File: config.mk
export PLATFORM = sky130hd
export DESIGN_NAME = gate_slew_seq
export DESIGN_NICKNAME = d
export VERILOG_FILES = /design/src/rtl/gsq_pkg.sv /design/src/rtl/gsq_edge_det.sv /design/src/rtl/gsq_cfg_bank.sv /design/src/rtl/gsq_seq_fsm.sv /design/src/rtl/gate_slew_seq.sv
export SDC_FILE = /design/constraint.sdc
export NUM_CORES = 1
export LEC_CHECK = 0
export BUFFER_PORTS_ARGS = -buffer_cell sky130_fd_sc_hd__buf_2
export CAP_MARGIN = 20
export CORE_MARGIN = 2
export CORE_UTILIZATION = 40
export CTS_BUF_LIST = sky130_fd_sc_hd__clkbuf_2
export CTS_CLUSTER_DIAMETER = 50
export DETAILED_ROUTE_END_ITERATION = 8
export GPL_ROUTABILITY_DRIVEN = 0
export PLACE_DENSITY_LB_ADDON = 0.15
export SETUP_SLACK_MARGIN = 0.1
export SLEW_MARGIN = 30
export SYNTH_ARGS = -nofsm -noshare
export SYNTH_HDL_FRONTEND = slang
export SYNTH_SLANG_ARGS = --single-unit
File: constraint.sdc
create_clock -name clk -period 4.2 [get_ports clk]
set_input_delay 0.21 -clock clk [delete_from_list [all_inputs] [get_ports clk]]
set_output_delay 0.21 -clock clk [all_outputs]
set_load 0.03 [all_outputs]
File: src/rtl/gsq_pkg.sv
package gsq_pkg;
    typedef enum logic [2:0] {
        SEG_OFF_HOLD = 3'd0,
        SEG_ON_PRE   = 3'd1,
        SEG_ON_MAIN  = 3'd2,
        SEG_ON_HOLD  = 3'd3,
        SEG_OFF_PRE  = 3'd4,
        SEG_OFF_MAIN = 3'd5
    } seg_e;

    localparam int NUM_REGS = 8;
    localparam int ADDR_W   = 3;
endpackage

File: src/rtl/gsq_edge_det.sv
module gsq_edge_det (
    input  logic clk,
    input  logic rst_n,
    input  logic pwm_in,
    output logic rise,
    output logic fall
);
    logic pwm_q;

    always_ff @(posedge clk or negedge rst_n) begin
        if (!rst_n) pwm_q <= 1'b0;
        else        pwm_q <= pwm_in;
    end

    assign rise = pwm_in & ~pwm_q;
    assign fall = ~pwm_in & pwm_q;
endmodule

File: src/rtl/gsq_cfg_bank.sv
module gsq_cfg_bank #(
    parameter int DUR_W  = 8,
    parameter int CODE_W = 8,
    parameter int DATA_W = 8
) (
    input  logic                          clk,
    input  logic                          rst_n,
    input  logic                          wr_en,
    input  logic [gsq_pkg::ADDR_W-1:0]    wr_addr,
    input  logic [DATA_W-1:0]             wr_data,
    input  logic                          latch,
    output logic [DUR_W-1:0]              on_pre_dur,
    output logic [DUR_W-1:0]              on_main_dur,
    output logic [DUR_W-1:0]              off_pre_dur,
    output logic [DUR_W-1:0]              off_main_dur,
    output logic [CODE_W-1:0]             src_pre_code,
    output logic [CODE_W-1:0]             src_main_code,
    output logic [CODE_W-1:0]             snk_pre_code,
    output logic [CODE_W-1:0]             snk_main_code
);
    localparam int NR = gsq_pkg::NUM_REGS;

    logic [DATA_W-1:0] shadow [NR];
    logic [DATA_W-1:0] active [NR];
    logic [DATA_W-1:0] eff    [NR];

    for (genvar g = 0; g < NR; g++) begin : g_reg
        always_ff @(posedge clk or negedge rst_n) begin
            if (!rst_n) begin
                shadow[g] <= '0;
                active[g] <= '0;
            end else begin
                if (wr_en && wr_addr == gsq_pkg::ADDR_W'(g)) shadow[g] <= wr_data;
                if (latch) active[g] <= shadow[g];
            end
        end
        assign eff[g] = latch ? shadow[g] : active[g];
    end

    // durations seen by the sequencer: shadow on the starting edge
    assign on_pre_dur    = DUR_W'(eff[0]);
    assign on_main_dur   = DUR_W'(eff[1]);
    assign off_pre_dur   = DUR_W'(eff[2]);
    assign off_main_dur  = DUR_W'(eff[3]);
    // codes are read only while a segment is shown, so from the active copy
    assign src_pre_code  = CODE_W'(active[4]);
    assign src_main_code = CODE_W'(active[5]);
    assign snk_pre_code  = CODE_W'(active[6]);
    assign snk_main_code = CODE_W'(active[7]);
endmodule

File: src/rtl/gsq_seq_fsm.sv
module gsq_seq_fsm #(
    parameter int DUR_W = 8
) (
    input  logic                clk,
    input  logic                rst_n,
    input  logic                rise,
    input  logic                fall,
    input  logic [DUR_W-1:0]    on_pre_dur,
    input  logic [DUR_W-1:0]    on_main_dur,
    input  logic [DUR_W-1:0]    off_pre_dur,
    input  logic [DUR_W-1:0]    off_main_dur,
    output gsq_pkg::seg_e       state
);
    import gsq_pkg::*;

    localparam logic [DUR_W-1:0] ONE = DUR_W'(1);

    seg_e             nxt;
    logic [DUR_W-1:0] cnt, cnt_nxt;

    always_ff @(posedge clk or negedge rst_n) begin
        if (!rst_n) begin
            state <= SEG_OFF_HOLD;
            cnt   <= '0;
        end else begin
            state <= nxt;
            cnt   <= cnt_nxt;
        end
    end

    always_comb begin
        nxt     = state;
        cnt_nxt = (cnt != '0) ? cnt - ONE : cnt;
        if (rise) begin                      // START_ON / ABORT
            if (on_pre_dur != '0)       begin nxt = SEG_ON_PRE;  cnt_nxt = on_pre_dur - ONE;  end
            else if (on_main_dur != '0) begin nxt = SEG_ON_MAIN; cnt_nxt = on_main_dur - ONE; end
            else                        begin nxt = SEG_ON_HOLD; cnt_nxt = '0;                end
        end else if (fall) begin             // START_OFF / ABORT
            if (off_pre_dur != '0)       begin nxt = SEG_OFF_PRE;  cnt_nxt = off_pre_dur - ONE;  end
            else if (off_main_dur != '0) begin nxt = SEG_OFF_MAIN; cnt_nxt = off_main_dur - ONE; end
            else                         begin nxt = SEG_OFF_HOLD; cnt_nxt = '0;                 end
        end else begin
            unique case (state)
                SEG_ON_PRE: if (cnt == '0) begin         // PRE_DONE
                    if (on_main_dur != '0) begin nxt = SEG_ON_MAIN; cnt_nxt = on_main_dur - ONE; end
                    else                         nxt = SEG_ON_HOLD;
                end
                SEG_ON_MAIN:  if (cnt == '0) nxt = SEG_ON_HOLD;   // MAIN_DONE
                SEG_OFF_PRE: if (cnt == '0) begin
                    if (off_main_dur != '0) begin nxt = SEG_OFF_MAIN; cnt_nxt = off_main_dur - ONE; end
                    else                          nxt = SEG_OFF_HOLD;
                end
                SEG_OFF_MAIN: if (cnt == '0) nxt = SEG_OFF_HOLD;
                SEG_ON_HOLD, SEG_OFF_HOLD: nxt = state;
                default: nxt = SEG_OFF_HOLD;
            endcase
        end
    end
endmodule

File: src/rtl/gate_slew_seq.sv
module gate_slew_seq #(
    parameter int DUR_W  = 8,
    parameter int CODE_W = 8,
    localparam int DATA_W = (DUR_W > CODE_W) ? DUR_W : CODE_W
) (
    input  logic                          clk,
    input  logic                          rst_n,
    input  logic                          pwm_in,
    input  logic                          wr_en,
    input  logic [gsq_pkg::ADDR_W-1:0]    wr_addr,
    input  logic [DATA_W-1:0]             wr_data,
    output logic [2:0]                    seg_id,
    output logic                          drive_src,
    output logic [CODE_W-1:0]             i_code
);
    import gsq_pkg::*;

    logic              rise, fall;
    logic [DUR_W-1:0]  on_pre_dur, on_main_dur, off_pre_dur, off_main_dur;
    logic [CODE_W-1:0] src_pre_code, src_main_code, snk_pre_code, snk_main_code;
    seg_e              state;

    gsq_edge_det u_edge (
        .clk(clk), .rst_n(rst_n), .pwm_in(pwm_in), .rise(rise), .fall(fall)
    );

    gsq_cfg_bank #(.DUR_W(DUR_W), .CODE_W(CODE_W), .DATA_W(DATA_W)) u_cfg (
        .clk(clk), .rst_n(rst_n), .wr_en(wr_en), .wr_addr(wr_addr), .wr_data(wr_data),
        .latch(rise | fall),
        .on_pre_dur(on_pre_dur), .on_main_dur(on_main_dur),
        .off_pre_dur(off_pre_dur), .off_main_dur(off_main_dur),
        .src_pre_code(src_pre_code), .src_main_code(src_main_code),
        .snk_pre_code(snk_pre_code), .snk_main_code(snk_main_code)
    );

    gsq_seq_fsm #(.DUR_W(DUR_W)) u_fsm (
        .clk(clk), .rst_n(rst_n), .rise(rise), .fall(fall),
        .on_pre_dur(on_pre_dur), .on_main_dur(on_main_dur),
        .off_pre_dur(off_pre_dur), .off_main_dur(off_main_dur),
        .state(state)
    );

    always_comb begin
        seg_id = state;
        unique case (state)
            SEG_ON_PRE:   begin drive_src = 1'b1; i_code = src_pre_code;  end
            SEG_ON_MAIN:  begin drive_src = 1'b1; i_code = src_main_code; end
            SEG_ON_HOLD:  begin drive_src = 1'b1; i_code = '1;            end
            SEG_OFF_PRE:  begin drive_src = 1'b0; i_code = snk_pre_code;  end
            SEG_OFF_MAIN: begin drive_src = 1'b0; i_code = snk_main_code; end
            default:      begin drive_src = 1'b0; i_code = '1;            end
        endcase
    end
endmodule

## Word level (Yosys, flattened, before mapping)

Index checks and enable logic that the tools add are counted.

- Bits in registers: 140
- Output and inout bits: 12
- Word-level logic and storage cells: 94

- Add/subtract/negate cells: 5
- Eq/ne operators: 17
- Multiplexer cells: 29
- Bitwise gates (word level): 5
- Reductions and logical operators: 19

Operator list:

| operator | number |
|---|---|
| two-way mux 8 bit | 15 |
| nonzero test 8 bit | 5 |
| subtractor 8 x 1 -> 8 bit (second input constant) | 5 |
| one-hot mux 8 bit (4 select lines) | 1 |
| two-way mux 3 bit | 9 |
| equality test 3 bit (second input constant) | 6 |
| != test 4 x 3 -> 1 bit (second input constant) | 4 |
| one-hot mux 8 bit (2 select lines) | 1 |
| one-hot mux 3 bit (5 select lines) | 1 |
| equality test 3 x 2 -> 1 bit (second input constant) | 4 |
| logical AND 1 bit | 8 |
| zero test 8 bit | 1 |
| equality test 3 x 1 -> 1 bit (second input constant) | 2 |
| zero test 3 bit | 2 |
| AND reduction 5 bit | 1 |
| != test 3 bit (second input constant) | 1 |
| OR reduction 3 bit | 1 |
| bitwise AND 1 bit | 2 |
| two-way mux 1 bit | 2 |
| NOT 1 bit | 2 |
| OR reduction 2 bit | 1 |
| OR 1 bit | 1 |

## Longest topological paths before layout

- Depth in word-level cells: 10
- Gate-level depth with buffers: 16

## Cells and area by module

Synthesis repeated with hierarchy kept, for this count alone.

- Cell total of the unflattened synthesis: 593
- Area total of the unflattened synthesis: 7174.4 µm²

Modules (own cells, without submodules):

| module | times used | cells an instance | area each (µm²) | sequential area each (µm²) |
|---|---|---|---|---|
| gsq_cfg_bank | 1 | 310 | 5048.6 | 3203.1 |
| gsq_seq_fsm | 1 | 222 | 1669.1 | 275.3 |
| gate_slew_seq | 1 | 58 | 416.6 | 0.0 |
| gsq_edge_det | 1 | 3 | 40.0 | 25.0 |

## Worst setup path after synthesis

Ideal clock, no wire load.

- Path type: flip-flop to flip-flop
- From: reg u_edge.pwm_q
- To: reg u_fsm.cnt[2]
- Setup time: 126 ps
- Arrival time: 3747 ps
- Data required time: 4074 ps
- Slack: 327 ps
- Cell stages (with the launch flop): 16
- Cells stage by stage: dfrtp_1 > ha_1 > buf_4 > buf_2 > buf_2 > buf_1 > buf_2 > mux2i_1 > ha_1 > nor4bb_1 > or2_2 > buf_1 > a21oi_1 > a221oi_2 > o21ai_1 > a221o_1

- Cells in the longest elaborated chain, start to end: 10
- Elaborated cells between the ends (all ways): 27
- Classes of those cells: 4 x add/sub; 15 x mux; 4 x bitwise; 4 x reduce/logical

RTL lines:

| element | RTL line | text |
|---|---|---|
| from (decl) | gsq_edge_det.sv:8 | `logic pwm_q;` |
| from (signal assigned) | gsq_edge_det.sv:12 | `else pwm_q <= pwm_in;` |
| NOT 1 bit | gsq_edge_det.sv:15 | `assign rise = pwm_in & ~pwm_q;` |
| bitwise AND 1 bit | gsq_edge_det.sv:15 |  |
| OR 1 bit | gate_slew_seq.sv:29 | `.latch(rise \| fall),` |
| two-way mux 8 bit | gsq_cfg_bank.sv:37 | `assign eff[g] = latch ? shadow[g] : active[g];` |
| subtractor 8 x 1 -> 8 bit, or another cell as far along | gsq_seq_fsm.sv:40, gsq_seq_fsm.sv:50 |  |
| two-way mux 8 bit, on equally long branches | gsq_seq_fsm.sv:50, gsq_seq_fsm.sv:45 |  |
| two-way mux 8 bit, on equally long branches | gsq_seq_fsm.sv:49, gsq_seq_fsm.sv:44 |  |
| one-hot mux 8 bit (2 select lines) | gsq_seq_fsm.sv:43 | `unique case (state)` |
| two-way mux 8 bit | gsq_seq_fsm.sv:38 | `end else if (fall) begin` |
| two-way mux 8 bit * | gsq_seq_fsm.sv:34 | `if (rise) begin` |
| net u_fsm.cnt_nxt[2] | gsq_seq_fsm.sv:19 | `logic [DUR_W-1:0] cnt, cnt_nxt;` |
| to (signal assigned) | gsq_seq_fsm.sv:27 | `cnt <= cnt_nxt;` |
| to (decl) | gsq_seq_fsm.sv:19 |  |

The timed path passes the listed nets; every way through them passes the cells marked *.
A chain may end at the register's enable or synchronous reset.

## Worst setup path in the final report

- From: reg u_edge.pwm_q
- To: reg u_fsm.state[0]

- Cells in the longest elaborated chain, start to end: 10
- Elaborated cells between the ends (all ways): 27
- Classes of those cells: 5 x eq/ne; 13 x mux; 4 x bitwise; 5 x reduce/logical

RTL lines:

| element | RTL line | text |
|---|---|---|
| NOT 1 bit | gsq_edge_det.sv:15 |  |
| bitwise AND 1 bit | gsq_edge_det.sv:15 |  |
| OR 1 bit | gate_slew_seq.sv:29 |  |
| two-way mux 8 bit | gsq_cfg_bank.sv:37 |  |
| nonzero test 8 bit, on equally long branches | n/a |  |
| two-way mux 3 bit / two-way mux 1 bit (equally long branches) | n/a |  |
| two-way mux 3 bit, on equally long branches | gsq_seq_fsm.sv:49, gsq_seq_fsm.sv:44 |  |
| one-hot mux 3 bit (5 select lines) | gsq_seq_fsm.sv:43 |  |
| two-way mux 3 bit | gsq_seq_fsm.sv:38 |  |
| two-way mux 3 bit | gsq_seq_fsm.sv:34 |  |
| to (signal assigned) | gsq_seq_fsm.sv:26 | `state <= nxt;` |
| to (decl) | gsq_seq_fsm.sv:12 | `output gsq_pkg::seg_e state` |

Parallel ways exist; a longest one is shown, timed or not. The select of a mux whose other input is x is not followed.

==> results.md <==
* Status: completed
* Count leader, synth: dfrtp_1
* Critical Path RT at 4810 ps
* WL/cell at 19.6 um
* Final net count at 664
* Max cap viols at 0
* Static leakage at 3.29 nW
* Crit path time final at 3530 ps
* Die area at 18600 um^2
* Seq/Total Area, Yosys at 50.1%
* Ys Warns at 0
* Worst Hold Path Cells at 3
* Startpoint Class: flop
* Largest net degree at the start of global routing at 72
* CP max FO at 71
* Clock Latency Late Sink at 710 ps
* Data arrival time of the worst path at 4140 ps
* Placed Cells at 831
* Synth-to-layout area growth at 10.7%
* Mapped Cells at 599
* Post-Route WL at 17200 um
* TritonCTS clock tree: built
* Yosys cell types at 58
* First-pass iteration count of the detailed router at 6
* Clock buffer depth at 2
* Vias in the first global route at 5076
* Core area at 17200 um^2
* Detailed placement HPWL at 11900 um
* Chip width at 136 um
* Non-Filler Instances at 876
* Yosys top cell by area: dfrtp_1
* DR iter-0 viols at 356
* Max Freq at 283 MHz
* Post-synth ARST share at 100%
* Avg Vias per Cell at 5.65
* Pins Over Slew Limit at 0
* Worst vdd ir at 0.000503 V
* Final Hold Vio Count at 0
* Synth Register Bits at 140
* Net count after synthesis at 625
* Mean Syn Cell Area at 11.7 um^2
* Cts bufs inserted at 17
* Post-synth top area share at 50.1%
* Power density over cell area at 585 nW/um^2
* Initial antenna violation count at 1
* Largest cells by area after synthesis: dfrtp_1, mux2_2, mux2i_1
* Worst hold path type: input port to flop
* Clk root buf: clkbuf_2
* ANT nets after route at 0
* Buffers on Ports at 26
* Hold_ws at 76.2 ps
* Worst Setup End Kind: flop
* FF-to-FF path depth at 8
* Die H at 136 um
* First-pass GRT wire length at 27800 um
* GRT Util Overall at 20.0%
* Setup Buffers After CTS at 0
* Post-route DRC at 0
* Share of cells above drive strength 1 at 29.2%
* Unrepaired setup endpoints after global routing: false
* Number of enable flip-flop cells after synthesis at 0
* Resize count post-CTS at 0
* Slew @ Worst Pin at 942 ps
* Top-Level Pins at 27
* Slew headroom at 37.0%
* Initial core utilization at 40.7%
* CP Class: flop to flop
* Clock slew at reported path FFs at 220 ps
* Final period util at 84.0%
* H-tree levels at 4
* Row count at 48
* Vias at 4952
* Synthesized cell area at 6990 um^2
* Commonest cells in the netlist: dfrtp_1, mux2_2, nor2_1
* Final setup viols at 0
* Overflow after GRT at 0
* Max Clock Skew at 36.9 ps
* Top_reg_cell synth: dfrtp_1
* CTS sink count at 140
* Setup TNS at 0 ps
registers in the layout, summed over array words and instances, names as in the netlist:
register / count
u_cfg.snk_main_code: 8
u_cfg.src_main_code: 8
u_fsm.state: 3
u_fsm.cnt: 8
u_cfg.snk_pre_code: 8
u_cfg.src_pre_code: 8
u_cfg.shadow: 64
u_edge.pwm_q: 1
u_cfg.active: 32
layout make-up:
cell class              instances  area [um^2]
diodes                          1         2.50
clock buffers                  18         90.1
clock inverters                13          140
fillers                      1676         9440
inverters                      31          116
multi-input cells             404         3280
flip-flops and latches        140         3500
well taps                     225          282
repair buffers                 44          322
routing by layer:
layer	part of all wire, %	up-vias	track usage [%]
met2	48	109	32.4
met4	2.1	0	6.19
met5	0	-	0
met3	4.0	24	4.81
met1	46	2531	26.5
li1	-	2288	-
final timing paths:
| check | from | end | slack, ps |
|---|---|---|---|
| max in group asynchronous | rst_n | u_cfg.active[60]$_DFF_PN0_ | 2950 |
| worst min-delay path | wr_addr[1] | u_cfg.shadow[31]$_DFFE_PN0P_ | 80 |
| worst min register to register | u_cfg.shadow[0]$_DFFE_PN0P_ | u_cfg.snk_main_code[0]$_DFFE_PN0N_ | 520 |
| worst max-delay path | u_edge.pwm_q$_DFF_PN0_ | u_fsm.state[0]$_DFFE_PN0P_ | 670 |
| worst max register to register | u_edge.pwm_q$_DFF_PN0_ | u_fsm.state[0]$_DFFE_PN0P_ | 670 |
| min in group asynchronous | rst_n | u_cfg.shadow[46]$_DFFE_PN0P_ | 540 |
per-stage QoR:
step / setup slack [ps] / utilization, % / area (um^2) / power, mW
after floorplan: 327 / - / 6990 / 3.23
after global placement: 796 / 42.8 / 7350 / 3.72
after detailed placement: 710 / 42.8 / 7360 / 3.75
after CTS: 692 / 45.0 / 7740 / 4.56
after global routing: 438 / 45.1 / 7740 / 4.85
final: 673 / 45.1 / 7740 / 4.53
placed cells by master (no fill, tap or decap), types with 3 or more instances in the layout:
cell	netlist	final
buf_2	7	25
o221ai_1	4	4
ha_1	11	10
buf_4	3	5
clkbuf_2	0	18
nor4b_1	6	6
xnor2_1	13	13
xor2_1	5	5
a221o_1	6	6
dfrtp_1	140	140
o22a_1	4	4
a21oi_1	24	24
nor3b_2	1	3
nor2_1	36	36
nor3b_1	7	5
clkinv_4	0	3
clkinv_1	0	3
a311oi_1	4	4
nor3_1	20	19
a31oi_1	6	6
nand3_1	5	5
nand2_1	22	22
nor2b_1	5	5
a222oi_1	3	3
inv_6	0	4
inv_1	31	31
nor4_1	4	4
o22ai_1	6	6
o31ai_1	5	5
or2_2	4	4
o32ai_1	3	3
nand4b_1	3	3
o211ai_1	4	4
mux2i_1	23	23
mux2_2	115	115
or4_1	5	5
o21ai_0	18	18
dlygate4sd3_1	0	12
power breakdown:
part           switching, mW  internal [mW]  leakage, nW
combinational          0.992          0.724         1.47
sequential             0.305           1.72         1.69
clock                  0.513          0.277        0.138
worst max-delay path, stage by stage (launching register included):
cell     delay, ps
dfrtp_1        450
ha_4           850
mux2i_1        500
ha_1           210
o21ai_0        120
nor3_1         590
and2b_1        330
a21oi_1         80
a31o_2         280
kinds of logic after synthesis:
group	synth area share [%]
adder cells (fa/ha/maj)	1.97
AO/OA/AOI/OAI	10.7
buffers and inverters	3.35
flip-flops	50.1
multiplexers	21.8
AND/OR/NAND/NOR	9.81
XOR/XNOR	2.25
timing repair:
| item | in CTS | in global routing |
|---|---|---|
| hold buffers | 13 | 0 |
| setup endpoints to repair | 0 | 0 |
| hold endpoints to repair | 205 | 0 |
Power figures use the tool's default switching activity.
